<file path="config.mk">
export PLATFORM = sky130hd
export DESIGN_NAME = rowDecoder
export DESIGN_NICKNAME = d
export VERILOG_FILES = /design/src/rtl/rowDecPkg.sv /design/src/rtl/rowDecCtrl.sv /design/src/rtl/rowDecData.sv /design/src/rtl/rowDecoder.sv
export SDC_FILE = /design/constraint.sdc
export NUM_CORES = 1
export LEC_CHECK = 0
export ABC_AREA = 1
export ABC_CLOCK_PERIOD_IN_PS = 3900
export CAP_MARGIN = 20
export CORE_UTILIZATION = 56
export CTS_BUF_LIST = sky130_fd_sc_hd__clkbuf_8
export DETAILED_ROUTE_END_ITERATION = 10
export PLACE_DENSITY = 0.95
export SYNTH_ARGS = -nofsm -noshare
export SYNTH_HDL_FRONTEND = slang
export SYNTH_HIERARCHICAL = 1
export SYNTH_SLANG_ARGS = --single-unit
</file>
<file path="constraint.sdc">
create_clock -name clk -period 3.9 [get_ports clk]
set_input_delay 0.975 -clock clk [delete_from_list [all_inputs] [get_ports clk]]
set_output_delay 0.975 -clock clk [all_outputs]
set_load 0.005 [all_outputs]
</file>
<file path="src/rtl/rowDecPkg.sv">
package rowDecPkg;
  localparam int BYTE_W = 8;
  localparam int RAW_W  = 2 * BYTE_W;
  localparam int MAX_LEN = 24;
  localparam int LEN_W  = $clog2(MAX_LEN + 1);

  localparam logic [BYTE_W-1:0] CODE_EXT = 8'h55;
  localparam logic [BYTE_W-1:0] CODE_RAW = 8'h80;

  // Strobes from control to datapath, one decision per accepted byte.
  typedef struct packed {
    logic loadCode;
    logic scalarOut;
    logic streamOut;
    logic streamFirst;
    logic streamLast;
    logic rawHi;
    logic rawOut;
    logic errUnknown;
    logic errExtended;
    logic errTruncated;
  } ctrlStrobes_t;

  // Data field length per code, zero for codes outside the table.
  function automatic logic [LEN_W-1:0] rowLength(input logic [BYTE_W-1:0] code);
    case (code)
      8'h02, 8'h04, 8'h05, 8'h16: return LEN_W'(1);
      8'h80:                      return LEN_W'(2);
      8'h83:                      return LEN_W'(MAX_LEN);
      default:                    return '0;
    endcase
  endfunction
endpackage

</file>
<file path="src/rtl/rowDecCtrl.sv">
module rowDecCtrl
  import rowDecPkg::*;
(
  input  logic              clk,
  input  logic              rstN,
  input  logic              inValid,
  input  logic              inFirst,
  input  logic              inLast,
  input  logic [BYTE_W-1:0] inByte,
  input  logic [BYTE_W-1:0] curCode,
  output ctrlStrobes_t      strobes
);
  typedef enum logic [1:0] {ST_CODE, ST_DATA, ST_SKIP} state_t;

  state_t           state, stateNext;
  logic [LEN_W-1:0] remain, remainNext;
  logic             firstByte, firstNext;
  logic [LEN_W-1:0] len;
  logic             atCode;

  assign len    = rowLength(inByte);
  assign atCode = inFirst || (state == ST_CODE);

  always_comb begin
    strobes    = '0;
    stateNext  = state;
    remainNext = remain;
    firstNext  = firstByte;
    if (inValid) begin
      if (atCode) begin
        if (inByte == CODE_EXT) begin
          strobes.errExtended = 1'b1;
          stateNext = inLast ? ST_CODE : ST_SKIP;
        end else if (len == '0) begin
          strobes.errUnknown = 1'b1;
          stateNext = inLast ? ST_CODE : ST_SKIP;
        end else if (inLast) begin
          strobes.errTruncated = 1'b1;
          stateNext = ST_CODE;
        end else begin
          strobes.loadCode = 1'b1;
          remainNext = len;
          firstNext  = 1'b1;
          stateNext  = ST_DATA;
        end
      end else if (state == ST_DATA) begin
        if (inLast) begin
          strobes.errTruncated = 1'b1;
          stateNext = ST_CODE;
        end else begin
          if (!curCode[BYTE_W-1]) begin
            strobes.scalarOut = 1'b1;
          end else begin
            strobes.streamOut   = 1'b1;
            strobes.streamFirst = firstByte;
            strobes.streamLast  = (remain == LEN_W'(1));
            if (curCode == CODE_RAW) begin
              strobes.rawHi  = firstByte;
              strobes.rawOut = (remain == LEN_W'(1));
            end
          end
          firstNext  = 1'b0;
          remainNext = remain - LEN_W'(1);
          if (remain == LEN_W'(1)) stateNext = ST_CODE;
        end
      end else if (inLast) begin
        stateNext = ST_CODE;
      end
    end
  end

  always_ff @(posedge clk or negedge rstN) begin
    if (!rstN) begin
      state     <= ST_CODE;
      remain    <= '0;
      firstByte <= 1'b0;
    end else begin
      state     <= stateNext;
      remain    <= remainNext;
      firstByte <= firstNext;
    end
  end
endmodule

</file>
<file path="src/rtl/rowDecData.sv">
module rowDecData
  import rowDecPkg::*;
(
  input  logic                    clk,
  input  logic                    rstN,
  input  logic [BYTE_W-1:0]       inByte,
  input  ctrlStrobes_t            strobes,
  output logic [BYTE_W-1:0]       rowCode,
  output logic                    scalarValid,
  output logic [BYTE_W-1:0]       scalarData,
  output logic                    streamValid,
  output logic [BYTE_W-1:0]       streamData,
  output logic                    streamFirst,
  output logic                    streamLast,
  output logic                    rawValid,
  output logic signed [RAW_W-1:0] rawSample,
  output logic                    errUnknown,
  output logic                    errExtended,
  output logic                    errTruncated
);
  logic [BYTE_W-1:0] rawHiReg;

  always_ff @(posedge clk or negedge rstN) begin
    if (!rstN) begin
      rowCode      <= '0;
      scalarValid  <= 1'b0;
      scalarData   <= '0;
      streamValid  <= 1'b0;
      streamData   <= '0;
      streamFirst  <= 1'b0;
      streamLast   <= 1'b0;
      rawValid     <= 1'b0;
      rawSample    <= '0;
      rawHiReg     <= '0;
      errUnknown   <= 1'b0;
      errExtended  <= 1'b0;
      errTruncated <= 1'b0;
    end else begin
      scalarValid  <= strobes.scalarOut;
      streamValid  <= strobes.streamOut;
      streamFirst  <= strobes.streamFirst;
      streamLast   <= strobes.streamLast;
      rawValid     <= strobes.rawOut;
      errUnknown   <= strobes.errUnknown;
      errExtended  <= strobes.errExtended;
      errTruncated <= strobes.errTruncated;
      if (strobes.loadCode)  rowCode    <= inByte;
      if (strobes.scalarOut) scalarData <= inByte;
      if (strobes.streamOut) streamData <= inByte;
      if (strobes.rawHi)     rawHiReg   <= inByte;
      if (strobes.rawOut)    rawSample  <= {rawHiReg, inByte};
    end
  end
endmodule

</file>
<file path="src/rtl/rowDecoder.sv">
module rowDecoder
  import rowDecPkg::*;
(
  input  logic              clk,
  input  logic              rstN,
  input  logic              inValid,
  input  logic              inFirst,
  input  logic              inLast,
  input  logic [7:0]        inByte,
  output logic [7:0]        rowCode,
  output logic              scalarValid,
  output logic [7:0]        scalarData,
  output logic              streamValid,
  output logic [7:0]        streamData,
  output logic              streamFirst,
  output logic              streamLast,
  output logic              rawValid,
  output logic signed [15:0] rawSample,
  output logic              errUnknown,
  output logic              errExtended,
  output logic              errTruncated
);
  ctrlStrobes_t strobes;

  rowDecCtrl u_ctrl (
    .clk     (clk),
    .rstN    (rstN),
    .inValid (inValid),
    .inFirst (inFirst),
    .inLast  (inLast),
    .inByte  (inByte),
    .curCode (rowCode),
    .strobes (strobes)
  );

  rowDecData u_data (
    .clk          (clk),
    .rstN         (rstN),
    .inByte       (inByte),
    .strobes      (strobes),
    .rowCode      (rowCode),
    .scalarValid  (scalarValid),
    .scalarData   (scalarData),
    .streamValid  (streamValid),
    .streamData   (streamData),
    .streamFirst  (streamFirst),
    .streamLast   (streamLast),
    .rawValid     (rawValid),
    .rawSample    (rawSample),
    .errUnknown   (errUnknown),
    .errExtended  (errExtended),
    .errTruncated (errTruncated)
  );
endmodule

</file>
Word-level counts from Yosys, hierarchy flattened
Index checks and enable logic that the tools add are counted.
{"block": "word_totals", "reg_bits": 64, "inputBits": 13, "output_inout_bits": 48, "word_cells": 82}
{"block": "classes", "add_sub_neg": 1, "n_eq_ne": 14, "muxes": 42, "reduce_logical": 9}
{"cell": "$mux W5", "n": 7}
{"cell": "$eq A8 B8 Y1 const B", "n": 3}
{"cell": "$mux W1", "n": 20}
{"cell": "$mux W2", "n": 10}
{"cell": "$mux W6", "n": 3}
{"cell": "$eq A8 B3 Y1 const B", "n": 2}
{"cell": "$pmux W5 S3", "n": 1}
{"cell": "$mux W10", "n": 1}
{"cell": "$eq A8 B2 Y1 const B", "n": 1}
{"cell": "$eq A8 B5 Y1 const B", "n": 1}
{"cell": "$eq A8 B7 Y1 const B", "n": 1}
{"cell": "$reduce_and A6 Y1", "n": 1}
{"cell": "$reduce_bool A3 Y1", "n": 2}
{"cell": "$eq A5 B1 Y1 const B", "n": 1}
{"cell": "$logic_not A5 Y1", "n": 1}
{"cell": "$sub A5 B1 Y5 const B", "n": 1}
{"cell": "$ne A2 B1 Y1 const B", "n": 2}
{"cell": "$ne A2 B2 Y1 const B", "n": 2}
{"cell": "$reduce_or A4 Y1", "n": 1}
{"cell": "$reduce_and A3 Y1", "n": 1}
{"cell": "$eq A2 B1 Y1 const B", "n": 1}
{"cell": "$logic_not A2 Y1", "n": 1}
{"cell": "$reduce_bool A2 Y1", "n": 1}
{"cell": "$logic_or A1 B1 Y1", "n": 1}

Depth between registers and ports, before layout
{"block": "depth", "word_depth": 8, "mapped_depth": 13, "depth_no_buf": 12}

By module
The synthesis kept the hierarchy.
{"module": "rowDecData", "instances": 1, "cells_each": 212, "area_each_um2": 2065.7, "seq_area_each_um2": 1401.3}
{"module": "rowDecCtrl", "instances": 1, "cells_each": 146, "area_each_um2": 855.8, "seq_area_each_um2": 200.2}

Least setup slack after synthesis
Ideal clock, no wire load.
{"block": "synth_path", "kind": "input-to-reg", "from": "in inFirst", "to": "reg u_data.rawSample[10]", "setup_time_ns": 0.116, "arrival_ns": 2.190, "t_required_ns": 3.784, "slack_ns": 1.593, "stages": 12, "n_path_buf": 2, "cell_sequence": "inv_1 -> o21ai_4 -> inv_2 -> nand2_1 -> inv_1 -> nand3_1 -> nor3_1 -> buf_6 -> inv_6 -> buf_12 -> nand2_1 -> nand2_1"}
{"element": "from (decl)", "line_no": "rowDecoder.sv:7", "rtl": "input logic inFirst,"}
{"element": "to (signal assigned)", "line_no": "rowDecData.sv:51", "rtl": "if (strobes.rawOut) rawSample <= {rawHiReg, inByte};"}
{"element": "to (decl)", "line_no": "rowDecData.sv:16", "rtl": "output logic signed [RAW_W-1:0] rawSample,"}

==> flow_summary.toml <==
[outcome]
outcome = "finished, final reports clean"

[place]
dpl.hpwl_mm = 4.87
portBuffers = 60
post-place-ws_ns = 0.420
routabilityCongestion = 0.868

[power]
clock_power_share_pct = 39.3
seq_power_share_pct = 48.5
powerDensity_nw_per_um2 = 393
vdd_drop_max_mv = 0.375
p_sw_share_pct = 25.9
power.total_mw = 1.48
p_int_mw = 1.09
pwr-share-comb_pct = 12.2
p_leak_nw = 2.00
switching_power_mw = 0.382

[run]
cap_violations = 0

[logic_synthesis]
ys_seq_area_share_pct = 54.8
synth_cells = 358
ys_warn_count = 6
syn-num-nets = 373
ys_seq_elements = 64
synth_area_sq_um = 2920
synth_cell_types = 25
synth_area_per_cell_sq_um = 8.16

[worst_setup_path]
rr_endpoint = "u_data/rowCode[4]"
rr_worst_depth = 8
cp_max_fo = 9
cp-start-kind = "input port"
crit_type = "in -> reg"
required_ns = 4.12
r2r-start = "u_ctrl/state[0]"
r2r_slack_ns = 1.58
endpoint_kind = "register"
crit_arrival_ns = 3.53

[detailed_routing]
firstDrtPassIters = 4
viasPerCell = 5.18
drt_iter0_drc = 263
drc = 0
routedWlPerCell_um = 14.1
detail-route-antenna-nets = 0
wl_mm = 7.01
vias = 2580

[floorplan]
design.core.area_sq_um = 4880
ioPinCount = 61
start_util_pct = 59.9
fp.dieH_um = 74.2
die_w_um = 74.2
die_area_sq_um = 5510
row_count = 25

[final_layout]
diodes = 0
drive_gt1_share_pct = 11.4
seqCellArea_sq_um = 1600
fillers = 336
area_growth_pct = 28.5
num-nets-final = 441
multi_input_area_sq_um = 1120

[sta]
setup_violations = 0
final-hold-violation-count = 0
slew_headroom_pct = 56.0
finalCritPeriodShare_pct = 84.8
tns_ns = 0
skew_ns = 0.0102
rsz0062_at_grt = "no"
holdWs_ns = 0.471
tightest_slew_ns = 0.658
final.setup.worst_slack_ns = 0.592
slew_viol_final = 0
max_freq_ghz = 0.302
finalCriticalPeriod_ns = 3.31

[global_routing]
first_global_vias = 2419
grt_max_degree = 39
grt.total_usage_pct = 28.3
gr-total-overflow = 0
antenna_found_initial = 0
grt_pass1_wl_mm = 11.5

[min_path]
holdPathEnd = "u_data/streamData[5]"
holdPathStages = 2
min_path_type = "reg -> reg"
worstHoldStart = "u_data/streamData[5]"

[clock_tree]
numCtsBuffers = 9
clock_path_buffers = 2
cts_setup_buffers = 0
path_clk_slew_ns = 0.07
cts_max_level = 3
cts_sinks = 64
cts.hold.buffers_added = 0
cts_tree = "done"
clock_latency_ns = 0.34
cts_root_buf = "clkbuf_8"
cts_resized = 0
==> synth_stat cells <==
library cell | n | area share, %
xnor2_1 | 2 | 0.60
nand2_2 | 12 | 2.6
ha_1 | 2 | 0.86
inv_1 | 21 | 2.7
inv_6 | 1 | 0.30
nor2_1 | 23 | 3.0
nand2_4 | 1 | 0.39
nand3_4 | 1 | 0.60
nor3_1 | 7 | 1.2
inv_2 | 6 | 0.77
buf_12 | 1 | 0.69
nand2_1 | 186 | 24
dfrtp_1 | 64 | 55
nand3_1 | 10 | 1.7
a21oi_1 | 2 | 0.34
o21ai_1 | 3 | 0.51
nor2_2 | 2 | 0.43
inv_4 | 1 | 0.21
o21ai_0 | 2 | 0.34
nor4_1 | 1 | 0.21
o21ai_4 | 1 | 0.56
nand3_2 | 1 | 0.34
nor2_4 | 1 | 0.39
nor4b_1 | 1 | 0.30
buf_6 | 6 | 2.3
==> sequential cells by signal, indices dropped and copies added (netlist names) <==
signal               cells
u_data/streamFirst       1
u_data/errExtended       1
u_data/errTruncated      1
u_data/rowCode           8
u_data/scalarData        8
u_data/rawHiReg          8
u_data/errUnknown        1
u_data/streamData        8
u_data/streamValid       1
u_data/rawSample        16
u_data/scalarValid       1
u_ctrl/state             2
u_ctrl/firstByte         1
u_ctrl/remain            5
u_data/rawValid          1
u_data/streamLast        1
==> through the flow <==
step,util [%],instances,cell area (sq um)
3_3_place_gp,72.7,482,3550
4_1_cts,76.9,498,3750
5_1_grt,76.9,498,3750
6_report,76.9,498,3750
2_1_floorplan,-,358,2920
3_5_place_dp,72.7,482,3550
==> power groups by stage <==
stage               Sequential (mW)  Clock, mW  Combinational, mW
finish                        0.716      0.580              0.179
global placement              0.726          0              0.167
CTS                           0.716      0.589              0.177
floorplan                     0.723          0             0.0911
detailed placement            0.728          0              0.174
global route                  0.719      0.617              0.201
==> cell type report <==
class | count | area share [%]
clock buffers | 11 | 4.03
well taps | 67 | 2.23
clock inverters | 5 | 1.47
repair buffers | 64 | 16.7
flip-flops and latches | 64 | 42.7
inverters | 29 | 3.10
multi-input cells | 258 | 29.9
==> routing by layer <==
layer | global-route usage, % | up-vias | wire, um | part of all wire [%]
met5 | 0 | - | 0 | 0
li1 | - | 1225 | - | -
met2 | 47.7 | 113 | 3600 | 51
met3 | 5.83 | 13 | 407 | 5.8
met1 | 35.9 | 1229 | 2900 | 41
met4 | 11.5 | 0 | 103 | 1.5
==> worst max-delay path by stage <==
| stage | from | to | slack (ns) | depth (start not counted) |
|---|---|---|---|---|
| after floorplan | inFirst | u_data/rawSample[10] | 1.59 | 12 |
| after global placement | inByte[0] | u_data/rowCode[0] | 0.63 | 12 |
| after detailed placement | inByte[1] | u_data/rowCode[4] | 0.42 | 13 |
| after CTS | inByte[0] | u_data/rowCode[4] | 0.70 | 12 |
| after global routing | inByte[1] | u_data/rowCode[4] | 0.40 | 13 |
| final | inByte[1] | u_data/rowCode[4] | 0.59 | 13 |
==> cell families after synthesis <==
kind of cell	count (synthesis)	synth area share, %
flops	64	54.8
xor+xnor	2	0.600
simple gates	246	35.0
compound gates	8	1.76
fa+ha+maj	2	0.856
buf+inv	36	6.98
==> worst max-delay path, stage by stage <==
cell,delay [ns]
clkdlybuf4s50_1,0.64
inv_1,0.19
nand2_1,0.08
nor2_2,0.18
nand2_1,0.11
nand2_2,0.10
nor2_4,0.05
nand2_2,0.07
nand2_1,0.07
nor2_1,0.51
inv_1,0.30
nand2_1,0.16
nand2_1,0.07
==> cells in the final DEF (no fill, tap or decap), drive strengths merged <==
master	netlist	final
a21oi	2	2
buf	7	5
bufinv	0	1
clkbuf	0	11
clkdlybuf4s50	0	59
clkinv	0	2
clkinvlp	0	2
dfrtp	64	64
ha	2	2
inv	29	29
nand2	199	199
nand3	12	12
nor2	26	26
nor3	7	7
nor4	1	1
nor4b	1	1
o21ai	6	6
xnor2	2	2
Power figures use the tool's default switching activity.
